`config.mk`:
```
export PLATFORM = sky130hd
export DESIGN_NAME = pip_overlay_gen
export DESIGN_NICKNAME = d
export VERILOG_FILES = /design/src/rtl/pip_overlay_gen.sv
export SDC_FILE = /design/constraint.sdc
export NUM_CORES = 1
export LEC_CHECK = 0
export ABC_AREA = 1
export BUFFER_PORTS_ARGS = -buffer_cell sky130_fd_sc_hd__buf_2
export CORE_UTILIZATION = 50
export DETAILED_ROUTE_END_ITERATION = 8
export PLACE_DENSITY = 0.7
export SLEW_MARGIN = 20
export SYNTH_ARGS = -nofsm -noshare
export SYNTH_HDL_FRONTEND = slang
export SYNTH_SLANG_ARGS = --single-unit
```
`constraint.sdc`:
```
create_clock -name clk -period 5.9 [get_ports clk]
set_clock_uncertainty 0.1 [all_clocks]
set_input_delay 0.59 -clock clk [delete_from_list [all_inputs] [get_ports clk]]
set_output_delay 0.59 -clock clk [all_outputs]
set_load 0.03 [all_outputs]
```
`src/rtl/pip_overlay_gen.sv`:
```
module pip_overlay_gen #(
  parameter int H_ACTIVE = 640,
  parameter int V_ACTIVE = 240,
  parameter int HW = 10,
  parameter int VW = 9
) (
  input  logic          clk,
  input  logic          rst_n,
  input  logic [HW-1:0] hcnt,
  input  logic [VW-1:0] vcnt,
  input  logic          size_big,
  input  logic [5:0]    xpos,
  input  logic [5:0]    ypos,
  input  logic [3:0]    win_on,
  input  logic [3:0]    win_blank,
  input  logic [2:0]    border_code,
  input  logic [1:0]    fill_code,
  input  logic [1:0]    live_sel,
  output logic          ovl_active,
  output logic [2:0]    src_sel,
  output logic [2:0]    win_idx,
  output logic          live
);
  localparam logic [31:0] SW  = 32'd84;
  localparam logic [31:0] SH  = 32'd53;
  localparam logic [31:0] LW  = 32'd114;
  localparam logic [31:0] LH  = 32'd71;
  localparam logic [31:0] BX  = 32'd3;
  localparam logic [31:0] BY  = 32'd2;
  localparam logic [31:0] HA  = 32'(H_ACTIVE);
  localparam logic [31:0] VA  = 32'(V_ACTIVE);
  localparam logic [31:0] STX = 32'(H_ACTIVE / 64);
  localparam logic [31:0] STY = 32'(V_ACTIVE / 64);

  localparam logic [2:0] SRC_MAIN  = 3'd0;
  localparam logic [2:0] SRC_FRAME = 3'd1;
  localparam logic [2:0] SRC_IMAGE = 3'd2;
  localparam logic [2:0] SRC_BLACK = 3'd3;
  localparam logic [2:0] SRC_FILL  = 3'd4;

  logic [31:0] hx, vy, ww, wh, fw, fh, stk, xr, yr, x0, y0, dx, dy, ly;
  logic [1:0]  slot, live_m;
  logic [3:0]  on_m, bl_m;
  logic        in_fr, img, shown, clear;
  logic        act_n, live_n;
  logic [2:0]  src_n, idx_n;

  assign hx  = {{(32-HW){1'b0}}, hcnt};
  assign vy  = {{(32-VW){1'b0}}, vcnt};
  assign ww  = size_big ? LW : SW;
  assign wh  = size_big ? LH : SH;
  assign fw  = ww + 2 * BX;
  assign fh  = wh + 2 * BY;
  assign stk = size_big ? 3 * fh : 4 * fh;
  assign xr  = {26'd0, xpos} * STX;
  assign yr  = {26'd0, ypos} * STY;
  assign x0  = (xr > HA - fw) ? HA - fw : xr;
  assign y0  = (yr > VA - stk) ? VA - stk : yr;
  assign dx  = hx - x0;
  assign dy  = vy - y0;
  assign in_fr = hx >= x0 && hx < x0 + fw && vy >= y0 && vy < y0 + stk;

  always_comb begin
    slot = 2'd0;
    ly   = dy;
    for (int i = 1; i < 4; i++) begin
      if (dy >= 32'(i) * fh) begin
        slot = 2'(i);
        ly   = dy - 32'(i) * fh;
      end
    end
  end

  assign on_m   = size_big ? {1'b0, win_on[3] | win_on[2], win_on[1:0]} : win_on;
  assign bl_m   = size_big ? {1'b0, win_blank[3] | win_blank[2], win_blank[1:0]} : win_blank;
  assign live_m = (size_big && live_sel == 2'd3) ? 2'd2 : live_sel;
  assign img    = dx >= BX && dx < BX + ww && ly >= BY && ly < BY + wh;
  assign shown  = in_fr && on_m[slot];
  assign clear  = border_code[2:1] == 2'b01;

  always_comb begin
    src_n = SRC_MAIN;
    if (shown) begin
      if (!img)              src_n = clear ? SRC_MAIN : SRC_FRAME;
      else if (bl_m[slot])   src_n = SRC_BLACK;
      else if (fill_code != 2'd0) src_n = SRC_FILL;
      else                   src_n = SRC_IMAGE;
    end
    act_n  = src_n != SRC_MAIN;
    idx_n  = act_n ? {1'b0, slot} + 3'd1 : 3'd0;
    live_n = shown && img && slot == live_m;
  end

  always_ff @(posedge clk) begin
    if (!rst_n) begin
      ovl_active <= 1'b0;
      src_sel    <= SRC_MAIN;
      win_idx    <= 3'd0;
      live       <= 1'b0;
    end else begin
      ovl_active <= act_n;
      src_sel    <= src_n;
      win_idx    <= idx_n;
      live       <= live_n;
    end
  end
endmodule

```
# After elaboration in Yosys (flattened, before gate mapping)
# Cells that the tools add are included.
dict set report op_classes {
  eq_ne 3
  magnitude_cmp 14
  n_mul 3
  bitwise 2
  muxes 23
  n_reduce_logical 13
  add_sub_neg 14
}
# operator count
set ops {}
lappend ops {{$mux 32} 6}
lappend ops {{$ge 32x2->1 const B} 2}
lappend ops {{$lt 32x8->1} 2}
lappend ops {{$add 32x32->32} 1}
lappend ops {{$add 32x8->32} 1}
lappend ops {{$ge 10x32->1} 1}
lappend ops {{$ge 32x32->1} 1}
lappend ops {{$ge 32x8->1} 1}
lappend ops {{$ge 32x9->1} 1}
lappend ops {{$ge 9x32->1} 1}
lappend ops {{$gt 10x32->1} 1}
lappend ops {{$gt 8x32->1} 1}
lappend ops {{$lt 10x32->1} 1}
lappend ops {{$lt 9x32->1} 1}
lappend ops {{$sub 10x32->32} 1}
lappend ops {{$sub 32x10->32} 1}
lappend ops {{$sub 32x8->32} 1}
lappend ops {{$sub 32x9->32} 1}
lappend ops {{$sub 8x32->32 const A} 1}
lappend ops {{$sub 9x32->32} 1}
lappend ops {{$add 2x7->8 const A} 2}
lappend ops {{$add 7x3->8 const B} 2}
lappend ops {{$mux 3} 4}
lappend ops {{$sub 10x8->11 const A} 1}
lappend ops {{other kinds (19)} 36}
dict set report word_totals {
  out_inout_bits 8
  ff_bits 8
  input_bits 49
}

# Depth between registers and ports, before layout
dict set report logic_depth {
  depth_word 19
  depth_mapped 51
  depth_no_buf 49
}

# Worst setup path before layout
# OpenSTA, ideal clock, no wires.
dict set report synth_path {
  path_type {input port to flip-flop}
  from {input size_big}
  to {register win_idx[0]}
  arrival_ps 6288
  slack_ps -550
  n_path_buf 1
  stages 38
  setup_time_ps 62
  path_cell_list {inv_1 > ha_1 > nand2_1 > nand2_1 > nand3_1 > nand3_1 > nor2_4 > nand2_1 > o21ai_0 > inv_1 > ha_1 > fa_1 > or2_2 > nand3_2 > nand2_2 > o21ai_0 > xor2_1 > ha_1 > [... 2 more ...] > nor2_2 > nand3_2 > nor2_2 > buf_6 > nor2_1 > o21ai_1 > nand2_1 > ha_1 > or3b_2 > nor4_1 > nand4_1 > nor2_1 > nand3_1 > nor2_1 > nand2_2 > nand2_2 > nand2_4 > nor2_2}
}
dict set report synth_via {
  elab_chain_cells 19
  elab_cells_between_ends 57
  classes_between {14 x add/sub; 1 x mul; 13 x order compare; 20 x mux; 9 x reduce/logical}
}
# item line
set synth_rtl {}
lappend synth_rtl {{from (decl)} 11} ;# input logic size_big,
lappend synth_rtl {{$mux 7} 51} ;# assign wh = size_big ? LH : SH;
lappend synth_rtl {{$add 7x3->8} 53} ;# assign fh = wh + 2 * BY;
lappend synth_rtl {{$mul 2x8->10} {54, 67, 69}}
lappend synth_rtl {{$mux 32} 54} ;# assign stk = size_big ? 3 * fh : 4 * fh;
lappend synth_rtl {{$sub 8x32->32} 58} ;# assign y0 = (yr > VA - stk) ? VA - stk : yr;
lappend synth_rtl {{$gt 8x32->1} 58}
lappend synth_rtl {{$mux 32} 58}
lappend synth_rtl {{$sub 9x32->32} 60} ;# assign dy = vy - y0;
lappend synth_rtl {{[... 2 more ...]} n/a}
lappend synth_rtl {{$mux 32 or $mux 2 (tied branches) (2 in series)} 67} ;# if (dy >= 32'(i) * fh) begin
lappend synth_rtl {{$ge 32x2->1 or $bmux 1 s2 (tied branches)} {77, 85}}
lappend synth_rtl {{$logic_and 1x1->1 or $mux 1 (tied branches)} {77, 85}}
lappend synth_rtl {{$logic_and 1x1->1 or $mux 3 (tied branches)} {77, 85}}
lappend synth_rtl {{$mux 3} 84} ;# if (!img) src_n = clear ? SRC_MAIN : SRC_FRAME;
lappend synth_rtl {{$mux 3} 83} ;# if (shown) begin
lappend synth_rtl {{$reduce_bool 3->1} 89} ;# act_n = src_n != SRC_MAIN;
lappend synth_rtl {{$reduce_and 2->1 (no source line)} n/a}
lappend synth_rtl {{to (signal assigned)} 103} ;# win_idx <= idx_n;
lappend synth_rtl {{to (decl)} 21} ;# output logic [2:0] win_idx,
# Parallel ways exist; a longest one is shown, timed or not. The select of a mux whose other input is x is not followed.
# A chain may end at the register's enable or synchronous reset.

# Worst setup path in the final report
dict set report layout_path {
  from {input ypos[1]}
  to {register src_sel[1]}
}
dict set report layout_via {
  elab_chain_cells 13
  elab_cells_between_ends 33
  classes_between {5 x add/sub; 1 x mul; 8 x order compare; 14 x mux; 5 x reduce/logical}
}
# item line
set layout_rtl {}
lappend layout_rtl {{from (decl)} 13} ;# input logic [5:0] ypos,
lappend layout_rtl {{$mul 6x2->8 (*)} 56} ;# assign yr = {26'd0, ypos} * STY;
lappend layout_rtl {{$gt 8x32->1} 58}
lappend layout_rtl {{$mux 32 (*)} 58}
lappend layout_rtl {{$sub 9x32->32} 60}
lappend layout_rtl {{$sub 32x8->32 or $ge 32x8->1 (tied branches)} {69, 67}}
lappend layout_rtl {{$mux 32 or $mux 1 (tied branches)} 67}
lappend layout_rtl {{$mux 32 or $mux 2 (tied branches) (2 in series)} 67}
lappend layout_rtl {{$ge 32x2->1 or $bmux 1 s2 (tied branches)} {77, 85}}
lappend layout_rtl {{$logic_and 1x1->1 or $mux 1 (tied branches)} {77, 85}}
lappend layout_rtl {{$logic_and 1x1->1 or $mux 3 (tied branches)} {77, 85}}
lappend layout_rtl {{$mux 3} 84}
lappend layout_rtl {{$mux 3 (*)} 83}
lappend layout_rtl {{to (signal assigned)} 102} ;# src_sel <= src_n;
lappend layout_rtl {{to (decl)} 20} ;# output logic [2:0] src_sel,
# Mark *: on every way between the ends. The rest lies on a longest branch, timed or not. The select of a mux whose other input is x is not followed.

==> flow_summary.ini <==
[critical_path]
cp-endpoint = src_sel[1]
cpMostUsedCell = nand3_1
crit_start = ypos[1]
critPathSlowestCell = fa_2
crit_fanout = 5
arrival_ns = 5.88
crit_path_end_kind = register
cpPeakStageDelay_ns = 0.54
crit_type = in -> reg
start_kind = input port
required_ns = 5.95

[timing]
drv_slew = 0
rsz0062_at_grt = yes
fin_hold_ws_ns = 0.605
period_needed_ns = 5.83
setup_viol = 0
fin_crit_sh = 0.988
fmax_mhz = 172
hold_viol = 0

[floorplanning]
die_x_um = 91.7
ios = 57
rows = 32
initial_core_util = 0.518
coreArea_um2 = 7770
fp.dieH_um = 91.7
fp.dieArea_um2 = 8420

[logic_synthesis]
netlist_area_um2 = 4030
synthTopCellsByArea = ha_1 (25%), nand2_1 (12%), inv_1 (9.1%)
yosys_register_bits = 8
synth_ff_type = dfxtp_1
async_flop_share = 0
synth.most_common_cell = nand2_1
synth_edf_count = 0
syn_inst = 639
synth_common_cells = nand2_1 (131), inv_1 (98), ha_1 (80), nor2_1 (69), a21oi_1 (43)
ys_warn_count = 0
synth_top_cell_area_share = 0.249
yosysSeqAreaShare = 0.0398
synth.avg_cell_area_um2 = 6.30
synth_top_area_cell = ha_1
synthDistinctLibCells = 47

[placement]
port_buffers = 55
gp_congestion = 0.897
dpl.hpwl_mm = 9.52
dp_cells = 898

[detailed_routing]
vias_per_cell = 5.08
drcViolationCount = 0
wire_per_inst_um = 12.3
drtPass1Iterations = 4
drt-total-wl_mm = 11.3
drt_iter0_markers = 210
vias = 4638
ant_nets = 0

[clocking]
cts-root-buf = clkbuf_8
clk_pin_slew_ns = 0.04
clock-sinks = 8
cts_buffers = 3
cts_tree = yes
htreeDepth = 1
cts_buffer_depth = 2

[power]
power.density_nw_per_um2 = 198
ir_drop_mv = 0.0761
power.total_uw = 1100
p_leak_uw = 0.00306

[layout]
drive_gt1_frac = 0.321
finalNonFillerCells = 913
nFillCells = 682
area_growth_pct = 38.5
fin_nets = 950
antenna_cells = 0

[global_route]
grt_max_degree = 19
antenna_found_initial = 0
grt-ovfl-total = 0
grt_util_all_layers = 0.274
grt_pass1_wl_mm = 19.3
grt_pass1_vias = 4501

[job]
maxCapViolCount = 0

[outcome]
status = finished clean

[worst_hold_path]
hold_class = in -> reg
==> cell type report <==
| cell class | instances | area (um2) | share of cell area |
|---|---|---|---|
| Multi-Input combinational cell | 528 | 3720 | 0.666 |
| Timing Repair Buffer | 167 | 1130 | 0.203 |
| Inverter | 105 | 400 | 0.0718 |
| Sequential cell | 8 | 160 | 0.0287 |
| Tap cell | 102 | 128 | 0.0229 |
| Clock buffer | 3 | 41.3 | 0.00740 |
==> sequential cells by signal, summed over array words and instances (netlist names) <==
name / count
ovl_active: 1
src_sel: 3
live: 1
win_idx: 3
==> layout by cell type (no fill, tap or decap), types with 4 or more instances in the layout <==
cell,n
o21ai_0,19
nand4_1,12
inv_2,12
ha_1,72
nor2_1,65
inv_1,91
nand2_4,7
buf_4,112
ha_4,7
o21ai_1,7
a21oi_1,39
fa_1,5
xnor2_1,9
nand3b_1,5
nor3_1,6
nor2_2,10
nor2_4,4
xor2_1,17
nand2_2,15
buf_2,53
nand3_2,5
dfxtp_1,8
nand2_1,123
nand3_1,40
a211oi_1,4
conb_1,9
o21bai_1,5
==> how the worst min path moves through the flow <==
stage	from	depth (start not counted)	endpoint	slack, ns
CTS	rst_n	3	src_sel[2]	0.60
finish	border_code[2]	5	ovl_active	0.61
global placement	rst_n	3	src_sel[2]	0.82
detailed placement	rst_n	3	src_sel[2]	0.83
floorplan	rst_n	2	src_sel[2]	0.70
global route	rst_n	3	live	0.64
==> per-layer routing <==
layer / routed length (um) / vias to the layer above / share of wire / GRT usage
met5: 0 / - / 0 / 0
met4: 73 / 0 / 0.0065 / 0.0326
met3: 398 / 8 / 0.035 / 0.0116
met2: 5610 / 98 / 0.50 / 0.513
met1: 5190 / 2096 / 0.46 / 0.356
li1: - / 2436 / - / -
==> metrics by stage <==
step / util / setup TNS (ns) / area, um2 / worst slack [ns]
detailed placement: 0.673 / -3.86 / 5230 / -0.553
global route: 0.718 / -2.49 / 5580 / -0.337
global placement: 0.673 / -2.58 / 5230 / -0.378
CTS: 0.699 / -0.200 / 5430 / -0.0573
finish: 0.718 / 0 / 5580 / 0.0699
floorplan: - / -0.780 / 4120 / -0.159
==> cells by family after synthesis <==
| logic type | after synthesis | synth area share |
|---|---|---|
| xor+xnor | 27 | 0.0587 |
| buf+inv | 110 | 0.109 |
| simple gates | 310 | 0.367 |
| flops | 8 | 0.0398 |
| other cells | 2 | 0.00187 |
| fa+ha+maj | 88 | 0.288 |
| compound gates | 94 | 0.135 |
==> where the power goes <==
part / switching (uW) / leakage (uW) / total (uW) / internal (uW)
registers: 0.0869 / 0.0000644 / 55.0 / 54.9
logic: 528 / 0.00297 / 984 / 456
clock network: 18.8 / 0.0000216 / 62.7 / 43.9
==> worst max-delay path: cells and delay by family <==
family                     cells  cell delay (ns)
AOI/OAI and AO/OA              4             0.44
xor gates and xnor gates       1             0.13
adders and majority gates      6             1.67
buffers and inverters          6             0.52
and+or+nand+nor               22             2.52
==> timing repair <==
action	in CTS	in global routing
pin swaps	31	21
setup buffers	7	7
hold buffers	0	0
resized for setup	20	30
setup endpoints to repair	8	8
Power figures use the tool's default switching activity.
